`config.mk`:
```
export PLATFORM = sky130hd
export DESIGN_NAME = mux_parport
export DESIGN_NICKNAME = d
export VERILOG_FILES = /design/src/rtl/mpp_pkg.sv /design/src/rtl/mpp_window.sv /design/src/rtl/mpp_seq.sv /design/src/rtl/mpp_pins.sv /design/src/rtl/mux_parport.sv
export SDC_FILE = /design/constraint.sdc
export NUM_CORES = 1
export LEC_CHECK = 0
export ABC_AREA = 1
export BUFFER_PORTS_ARGS = -buffer_cell sky130_fd_sc_hd__buf_4
export CORE_ASPECT_RATIO = 1.2
export CORE_MARGIN = 4
export CORE_UTILIZATION = 36
export CTS_CLUSTER_DIAMETER = 30
export DETAILED_ROUTE_END_ITERATION = 12
export PLACE_DENSITY = 0.68
export SYNTH_ARGS = -nofsm -noshare
export SYNTH_HDL_FRONTEND = slang
export SYNTH_SLANG_ARGS = --single-unit
```
`constraint.sdc`:
```
create_clock -name clk -period 3.9 [get_ports clk]
set_clock_uncertainty 0.1 [all_clocks]
set_input_delay 0.78 -clock clk [delete_from_list [all_inputs] [get_ports clk]]
set_output_delay 0.78 -clock clk [all_outputs]
set_load 0.02 [all_outputs]
```
`src/rtl/mpp_pkg.sv`:
```
// Package for the multiplexed parallel port: sequencer states and
// widths shared by all submodules. Assumes a 16-bit pin bus split into
// two byte lanes and a 24-bit byte address.
package mpp_pkg;
    localparam int ADDR_W = 24;
    localparam int PIN_W  = 16;
    localparam int LANE_W = PIN_W / 2;
    localparam int WAIT_W = 4;

    typedef enum logic [2:0] {
        ST_IDLE   = 3'd0,
        ST_ADDR   = 3'd1,
        ST_SETUP  = 3'd2,
        ST_STROBE = 3'd3,
        ST_HOLD   = 3'd4
    } phase_t;

    // Address bits held by the external latch for the given width mode.
    function automatic logic [PIN_W-1:0] latch_key(input logic wide,
                                                   input logic [ADDR_W-1:0] addr);
        return wide ? addr[PIN_W-1:0] : addr[ADDR_W-1 -: PIN_W];
    endfunction
endpackage

```
`src/rtl/mpp_window.sv`:
```
// Latched-window tracker. Remembers the address bits last sent with ALE
// and reports whether a new access needs an address phase. The memory
// is invalidated by reset and by any change of the width mode. Assumes
// load is raised only on the edge that accepts an access.
module mpp_window
    import mpp_pkg::*;
(
    input  logic              clk,
    input  logic              rst_n,
    input  logic              wide,
    input  logic [ADDR_W-1:0] addr,
    input  logic              load,
    output logic              need_ale
);
    logic [PIN_W-1:0] held_key;
    logic             held_ok;
    logic             prev_wide;
    logic [PIN_W-1:0] new_key;

    // Key of the incoming address under the current mode.
    always_comb new_key = latch_key(wide, addr);

    // Address phase needed when nothing valid is held, mode moved, or key differs.
    always_comb need_ale = !held_ok || (prev_wide != wide) || (held_key != new_key);

    // Track mode and held key; a mode change drops the held key.
    always_ff @(posedge clk) begin
        if (!rst_n) begin
            held_ok   <= 1'b0;
            held_key  <= '0;
            prev_wide <= 1'b0;
        end else begin
            prev_wide <= wide;
            if (load) begin
                held_ok  <= 1'b1;
                held_key <= new_key;
            end else if (prev_wide != wide) begin
                held_ok  <= 1'b0;
            end
        end
    end
endmodule

```
`src/rtl/mpp_seq.sv`:
```
// Access sequencer. Accepts one request when idle and not in flag mode,
// latches it, and steps through address, setup, strobe and hold phases.
// Captures read data in the last strobe cycle and pulses done after hold.
// Flag mode returns it to idle at once. Assumes the requester holds
// its inputs stable only for the accepting edge.
module mpp_seq
    import mpp_pkg::*;
(
    input  logic              clk,
    input  logic              rst_n,
    input  logic              flag_mode,
    input  logic              wide,
    input  logic [WAIT_W-1:0] wait_cfg,
    input  logic              req_valid,
    input  logic              req_write,
    input  logic [ADDR_W-1:0] req_addr,
    input  logic [PIN_W-1:0]  req_wdata,
    input  logic              need_ale,
    input  logic [PIN_W-1:0]  ad_in,
    output logic              accept,
    output phase_t            phase,
    output logic              lat_write,
    output logic              lat_wide,
    output logic [ADDR_W-1:0] lat_addr,
    output logic [PIN_W-1:0]  lat_wdata,
    output logic [PIN_W-1:0]  rdata,
    output logic              done
);
    logic [WAIT_W-1:0] lat_wait;
    logic [WAIT_W-1:0] cnt;

    // A request is taken only from idle outside flag mode.
    always_comb accept = req_valid && (phase == ST_IDLE) && !flag_mode;

    // Phase stepping, request latching, read capture and done pulse.
    always_ff @(posedge clk) begin
        if (!rst_n) begin
            phase     <= ST_IDLE;
            cnt       <= '0;
            lat_wait  <= '0;
            lat_write <= 1'b0;
            lat_wide  <= 1'b0;
            lat_addr  <= '0;
            lat_wdata <= '0;
            rdata     <= '0;
            done      <= 1'b0;
        end else begin
            done <= 1'b0;
            if (flag_mode) begin
                phase <= ST_IDLE;
            end else begin
                unique case (phase)
                    ST_IDLE: if (accept) begin
                        lat_write <= req_write;
                        lat_wide  <= wide;
                        lat_addr  <= req_addr;
                        lat_wdata <= req_wdata;
                        lat_wait  <= wait_cfg;
                        phase     <= need_ale ? ST_ADDR : ST_SETUP;
                    end
                    ST_ADDR:  phase <= ST_SETUP;
                    ST_SETUP: begin
                        cnt   <= lat_wait;
                        phase <= ST_STROBE;
                    end
                    ST_STROBE: begin
                        if (cnt == '0) begin
                            if (!lat_write)
                                rdata <= lat_wide ? ad_in
                                                  : {{LANE_W{1'b0}}, ad_in[PIN_W-1:LANE_W]};
                            phase <= ST_HOLD;
                        end else begin
                            cnt <= cnt - 1'b1;
                        end
                    end
                    ST_HOLD: begin
                        done  <= 1'b1;
                        phase <= ST_IDLE;
                    end
                    default: phase <= ST_IDLE;
                endcase
            end
        end
    end
endmodule

```
`src/rtl/mpp_pins.sv`:
```
// Pin decoder. Turns the sequencer phase and latched request into the
// shared-bus value, per-lane enables, strobes and ALE. Flag mode forces
// every control inactive and releases both lanes. Purely combinational.
module mpp_pins
    import mpp_pkg::*;
(
    input  logic              flag_mode,
    input  logic              ale_low,
    input  phase_t            phase,
    input  logic              lat_write,
    input  logic              lat_wide,
    input  logic [ADDR_W-1:0] lat_addr,
    input  logic [PIN_W-1:0]  lat_wdata,
    output logic [PIN_W-1:0]  ad_out,
    output logic [1:0]        ad_oe,
    output logic              rd_n,
    output logic              wr_n,
    output logic              ale
);
    logic             ale_on;
    logic [PIN_W-1:0] data_word;
    logic [1:0]       data_oe;

    // Bus contents and lane enables for the setup, strobe and hold phases.
    always_comb begin
        if (lat_wide) begin
            data_word = lat_write ? lat_wdata : '0;
            data_oe   = lat_write ? 2'b11 : 2'b00;
        end else begin
            data_word = {(lat_write ? lat_wdata[LANE_W-1:0] : {LANE_W{1'b0}}),
                         lat_addr[LANE_W-1:0]};
            data_oe   = lat_write ? 2'b11 : 2'b01;
        end
    end

    // Per-phase pin drive, overridden by flag mode.
    always_comb begin
        ad_out = '0;
        ad_oe  = 2'b11;
        rd_n   = 1'b1;
        wr_n   = 1'b1;
        ale_on = 1'b0;
        if (flag_mode) begin
            ad_oe = 2'b00;
        end else begin
            unique case (phase)
                ST_ADDR: begin
                    ad_out = latch_key(lat_wide, lat_addr);
                    ale_on = 1'b1;
                end
                ST_SETUP, ST_HOLD: begin
                    ad_out = data_word;
                    ad_oe  = data_oe;
                end
                ST_STROBE: begin
                    ad_out = data_word;
                    ad_oe  = data_oe;
                    rd_n   = lat_write;
                    wr_n   = !lat_write;
                end
                default: ;
            endcase
        end
    end

    // Apply the selected ALE polarity.
    always_comb ale = ale_on ^ ale_low;
endmodule

```
`src/rtl/mux_parport.sv`:
```
// Multiplexed address/data parallel port, top level. Connects the
// latched-window tracker, the access sequencer and the pin decoder.
// Assumes one outstanding access at a time and an external address
// latch clocked by ALE.
module mux_parport
    import mpp_pkg::*;
(
    input  logic              clk,
    input  logic              rst_n,
    input  logic              cfg_wide,
    input  logic              cfg_ale_low,
    input  logic              cfg_flag_mode,
    input  logic [WAIT_W-1:0] cfg_wait,
    input  logic              req_valid,
    input  logic              req_write,
    input  logic [ADDR_W-1:0] req_addr,
    input  logic [PIN_W-1:0]  req_wdata,
    output logic              busy,
    output logic              req_done,
    output logic [PIN_W-1:0]  req_rdata,
    output logic [PIN_W-1:0]  ad_out,
    output logic [1:0]        ad_oe,
    input  logic [PIN_W-1:0]  ad_in,
    output logic              rd_n,
    output logic              wr_n,
    output logic              ale
);
    logic              accept;
    logic              need_ale;
    phase_t            phase;
    logic              lat_write;
    logic              lat_wide;
    logic [ADDR_W-1:0] lat_addr;
    logic [PIN_W-1:0]  lat_wdata;

    mpp_window u_window (
        .clk      (clk),
        .rst_n    (rst_n),
        .wide     (cfg_wide),
        .addr     (req_addr),
        .load     (accept),
        .need_ale (need_ale)
    );

    mpp_seq u_seq (
        .clk       (clk),
        .rst_n     (rst_n),
        .flag_mode (cfg_flag_mode),
        .wide      (cfg_wide),
        .wait_cfg  (cfg_wait),
        .req_valid (req_valid),
        .req_write (req_write),
        .req_addr  (req_addr),
        .req_wdata (req_wdata),
        .need_ale  (need_ale),
        .ad_in     (ad_in),
        .accept    (accept),
        .phase     (phase),
        .lat_write (lat_write),
        .lat_wide  (lat_wide),
        .lat_addr  (lat_addr),
        .lat_wdata (lat_wdata),
        .rdata     (req_rdata),
        .done      (req_done)
    );

    mpp_pins u_pins (
        .flag_mode (cfg_flag_mode),
        .ale_low   (cfg_ale_low),
        .phase     (phase),
        .lat_write (lat_write),
        .lat_wide  (lat_wide),
        .lat_addr  (lat_addr),
        .lat_wdata (lat_wdata),
        .ad_out    (ad_out),
        .ad_oe     (ad_oe),
        .rd_n      (rd_n),
        .wr_n      (wr_n),
        .ale       (ale)
    );

    // Busy whenever the sequencer is outside idle.
    always_comb busy = (phase != ST_IDLE);
endmodule

```
==> impl_metrics.csv <==
group,metric,value,unit
detailed_routing,vias,4527,
floorplan,rows,43,
setup_path,required,3020,ps
final_layout,most-common-layout-cells,"nand2_1, buf_4, o21ai_0",
floorplan,die_area,14000,um^2
synthesis,muxShareOfSynthArea,2.06,%
detailed_routing,drt_iter0_markers,360,
final_layout,drive_gt1_share,19.0,%
sta,timing.fmax,0.336,GHz
power_and_ir_drop,leakagePower,2.44,nW
synthesis,synth.distinct_cells,35,
setup_path,ff2ff_path_depth,7,
grt,antenna_found_initial,0,
synthesis,synthXorXnorAreaFrac,0.401,%
setup_path,crit_start,"u_seq.lat_wide$_SDFFE_PN0P_",
final_layout,layout_commonest_cell,"nand2_1",
power_and_ir_drop,power_frac_seq,46.0,%
setup_path,r2r-start,"u_seq.phase[2]$_SDFFE_PP0P_",
hold_path,min_path_type,"reg2reg",
detailed_routing,drt_wl_total,12600,um
floorplan,die_y,129,um
floorplan,die_width,109,um
power_and_ir_drop,p_switching,561,uW
synthesis,synth.area.top_cells,"dfxtp_1, nand2_1, o21ai_0",
synthesis,syn_area,4370,um^2
placed_design,io_buffer_count,105,
synthesis,synth_nets,712,
sta,hold_violations,0,
setup_path,end_kind,"primary output",
placed_design,place_hpwl,9100,um
clock_tree,ctsLongestPathBuffers,2,
synthesis,synth_compound_area_share,22.0,%
grt,grt.overflow.total,0,
power_and_ir_drop,p_sw_share,26.3,%
final_layout,fin_nets,793,
sta,finalCritPeriodShare,76.3,%
clock_tree,cts_root_buf,"clkbuf_16",
clock_tree,cts_tree,"done",
grt,grt_pass1_vias,4250,
final_layout,diodes,0,
synthesis,synth_seq_cells,88,
run,drv_cap,0,
detailed_routing,vias_per_cell,5.10,
power_and_ir_drop,ir_worst_vdd,0.000156,V
synthesis,synth-simple-area-share,26.2,%
final_layout,areaGrowthSynthToFinish,25.9,%
sta,drv_slew,0,
synthesis,ys_warn_count,0,
sta,setup_tns,0,ps
setup_path,r2r_slack,1860,ps
clock_tree,numCtsBuffers,9,
grt,grt_max_degree,77,
setup_path,critPathMaxFanout,26,
clock_tree,htreeDepth,3,
clock_tree,postCtsHoldBufs,0,
sta,rsz0062_at_grt,"false",
setup_path,crit_type,"reg2out",
setup_path,reg2reg_to,"u_seq.phase[0]$_SDFFE_PP0P_",
grt,grt_pass1_wl,20200,um
detailed_routing,drc_errors,0,
clock_tree,cts_setup_buffers,0,
clock_tree,post_cts_resized,0,
setup_path,crit_end,"ad_out[6]",
synthesis,synth_top_area_share,40.3,%
placed_design,place.gp.congestion,0.890,
floorplan,fp.coreArea,11700,um^2
status,outcome,"finished clean",
setup_path,arrival,2100,ps
power_and_ir_drop,powerDensity,388,nW/um^2
detailed_routing,drtAntennaViolNets,0,
setup_path,cp-start-kind,"flop",
sta,tightest_slew,855,ps
clock_tree,clock-sinks,88,
synthesis,yosysSeqAreaShare,40.3,%
sta,relSlewSlack,42.9,%
floorplan,ios,106,
clock_tree,clock_latency,340,ps
floorplan,initial_utilization,37.2,%
clock_tree,clk_pin_slew_worst_paths,60,ps
power_and_ir_drop,pwr-share-comb,13.7,%
grt,grt_use_total,17.9,%
synthesis,yosysTopAreaCell,"dfxtp_1",
synthesis,netlist_instances,644,
synthesis,avgSynthCellArea,6.78,um^2
detailed_routing,wl_per_cell,14.2,um
detailed_routing,firstDrtPassIters,5,
sta,min_period,2980,ps
power_and_ir_drop,power_frac_clock,40.3,%
synthesis,synth_top_family_by_area,"simple AND/OR/NAND/NOR gates",
synthesis,synth_fa_ha_area_share,0.286,%
power_and_ir_drop,p_int,1.57,mW
sta,finalSetupViolations,0,
final_layout,finalCoreUtilization,46.9,%
cell usage after synthesis:
library cell / instances
a21oi_1: 46
a31oi_1: 14
a32o_1: 7
buf_1: 3
buf_2: 9
buf_4: 1
buf_6: 2
clkbuf_1: 22
clkinv_1: 2
clkinv_2: 1
dfxtp_1: 88
ha_1: 1
inv_1: 47
inv_2: 4
inv_4: 1
mux2i_1: 9
nand2_1: 159
nand2_4: 1
nand3_1: 32
nand3_2: 1
nand3b_1: 2
nand4_1: 1
nor2_1: 68
nor2_2: 1
nor2_4: 1
nor2_8: 1
nor3_1: 2
nor3_2: 2
nor3_4: 1
o211ai_1: 5
o21ai_0: 101
o21ai_1: 5
o22ai_1: 1
or2_2: 1
xor2_1: 2
metal layers:
metal,wire (um),track usage (%),vias to the layer above
li1,-,-,2291
met1,5650,23.0,2087
met2,5950,29.4,126
met3,623,3.36,23
met4,342,7.36,0
met5,0,0,-
layout make-up:
cell class                      instances  area [um^2]
Fill cell                            1209         6230
Clock inverter                          6         58.8
Multi-Input combinational cell        464         2230
Inverter                               55          210
Sequential cell                        88         1760
Timing Repair Buffer                  107          803
Clock buffer                           10          239
Tap cell                              157          196
power by group through the flow:
stage / logic (mW) / registers, mW / clock network [mW]
after floorplan: 0.191 / 0.986 / 0
after global placement: 0.283 / 0.999 / 0
after detailed placement: 0.288 / 1.00 / 0
after CTS: 0.291 / 0.981 / 0.875
after global routing: 0.333 / 0.987 / 0.909
final: 0.292 / 0.982 / 0.862
kinds of logic (layout without fill, tap and decap cells):
family	after synthesis	count (layout)
multiplexers	9	9
adder cells (fa/ha/maj)	1	1
XOR/XNOR	2	2
AO/OA/AOI/OAI	179	179
flip-flops	88	88
buffers and inverters	92	178
AND/OR/NAND/NOR	273	273
stage by stage:
step	worst slack [ps]	hold WS, ps	cell area [um^2]	power (mW)	instances
6_report	924	363	5500	2.14	887
5_1_grt	674	375	5500	2.23	887
4_1_cts	940	364	5500	2.15	887
3_5_place_dp	1070	357	5200	1.29	871
3_3_place_gp	1140	349	5200	1.28	871
2_1_floorplan	1170	339	4370	1.18	644
state kept, by name, indices dropped and copies added (netlist names), 3 cells and up:
| signal | cells |
|---|---|
| u_seq.lat_addr | 24 |
| u_window.held_key | 16 |
| u_seq.cnt | 4 |
| u_seq.lat_wdata | 16 |
| u_seq.lat_wait | 4 |
| u_seq.phase | 3 |
| u_seq.rdata | 16 |
critical path, cell delays in order, from the launching register on:
cell     delay [ps]
dfxtp_2         610
inv_1           470
nand2_1         180
o21ai_0         110
nand3_1          90
o21ai_0         120
buf_4           170
worst min path at each step:
stage | depth (start not counted) | from | end | slack [ps]
after CTS | 2 | u_seq.cnt[2]$_SDFFE_PN0P_ | u_seq.cnt[2]$_SDFFE_PN0P_ | 360
final | 2 | u_seq.cnt[2]$_SDFFE_PN0P_ | u_seq.cnt[2]$_SDFFE_PN0P_ | 360
after floorplan | 2 | u_seq.cnt[2]$_SDFFE_PN0P_ | u_seq.cnt[2]$_SDFFE_PN0P_ | 340
after global placement | 2 | u_seq.cnt[2]$_SDFFE_PN0P_ | u_seq.cnt[2]$_SDFFE_PN0P_ | 350
after global routing | 2 | u_seq.rdata[13]$_SDFFE_PN0P_ | u_seq.rdata[13]$_SDFFE_PN0P_ | 380
after detailed placement | 2 | u_seq.cnt[2]$_SDFFE_PN0P_ | u_seq.cnt[2]$_SDFFE_PN0P_ | 360
Note: power is estimated with default switching activity, not from simulation.
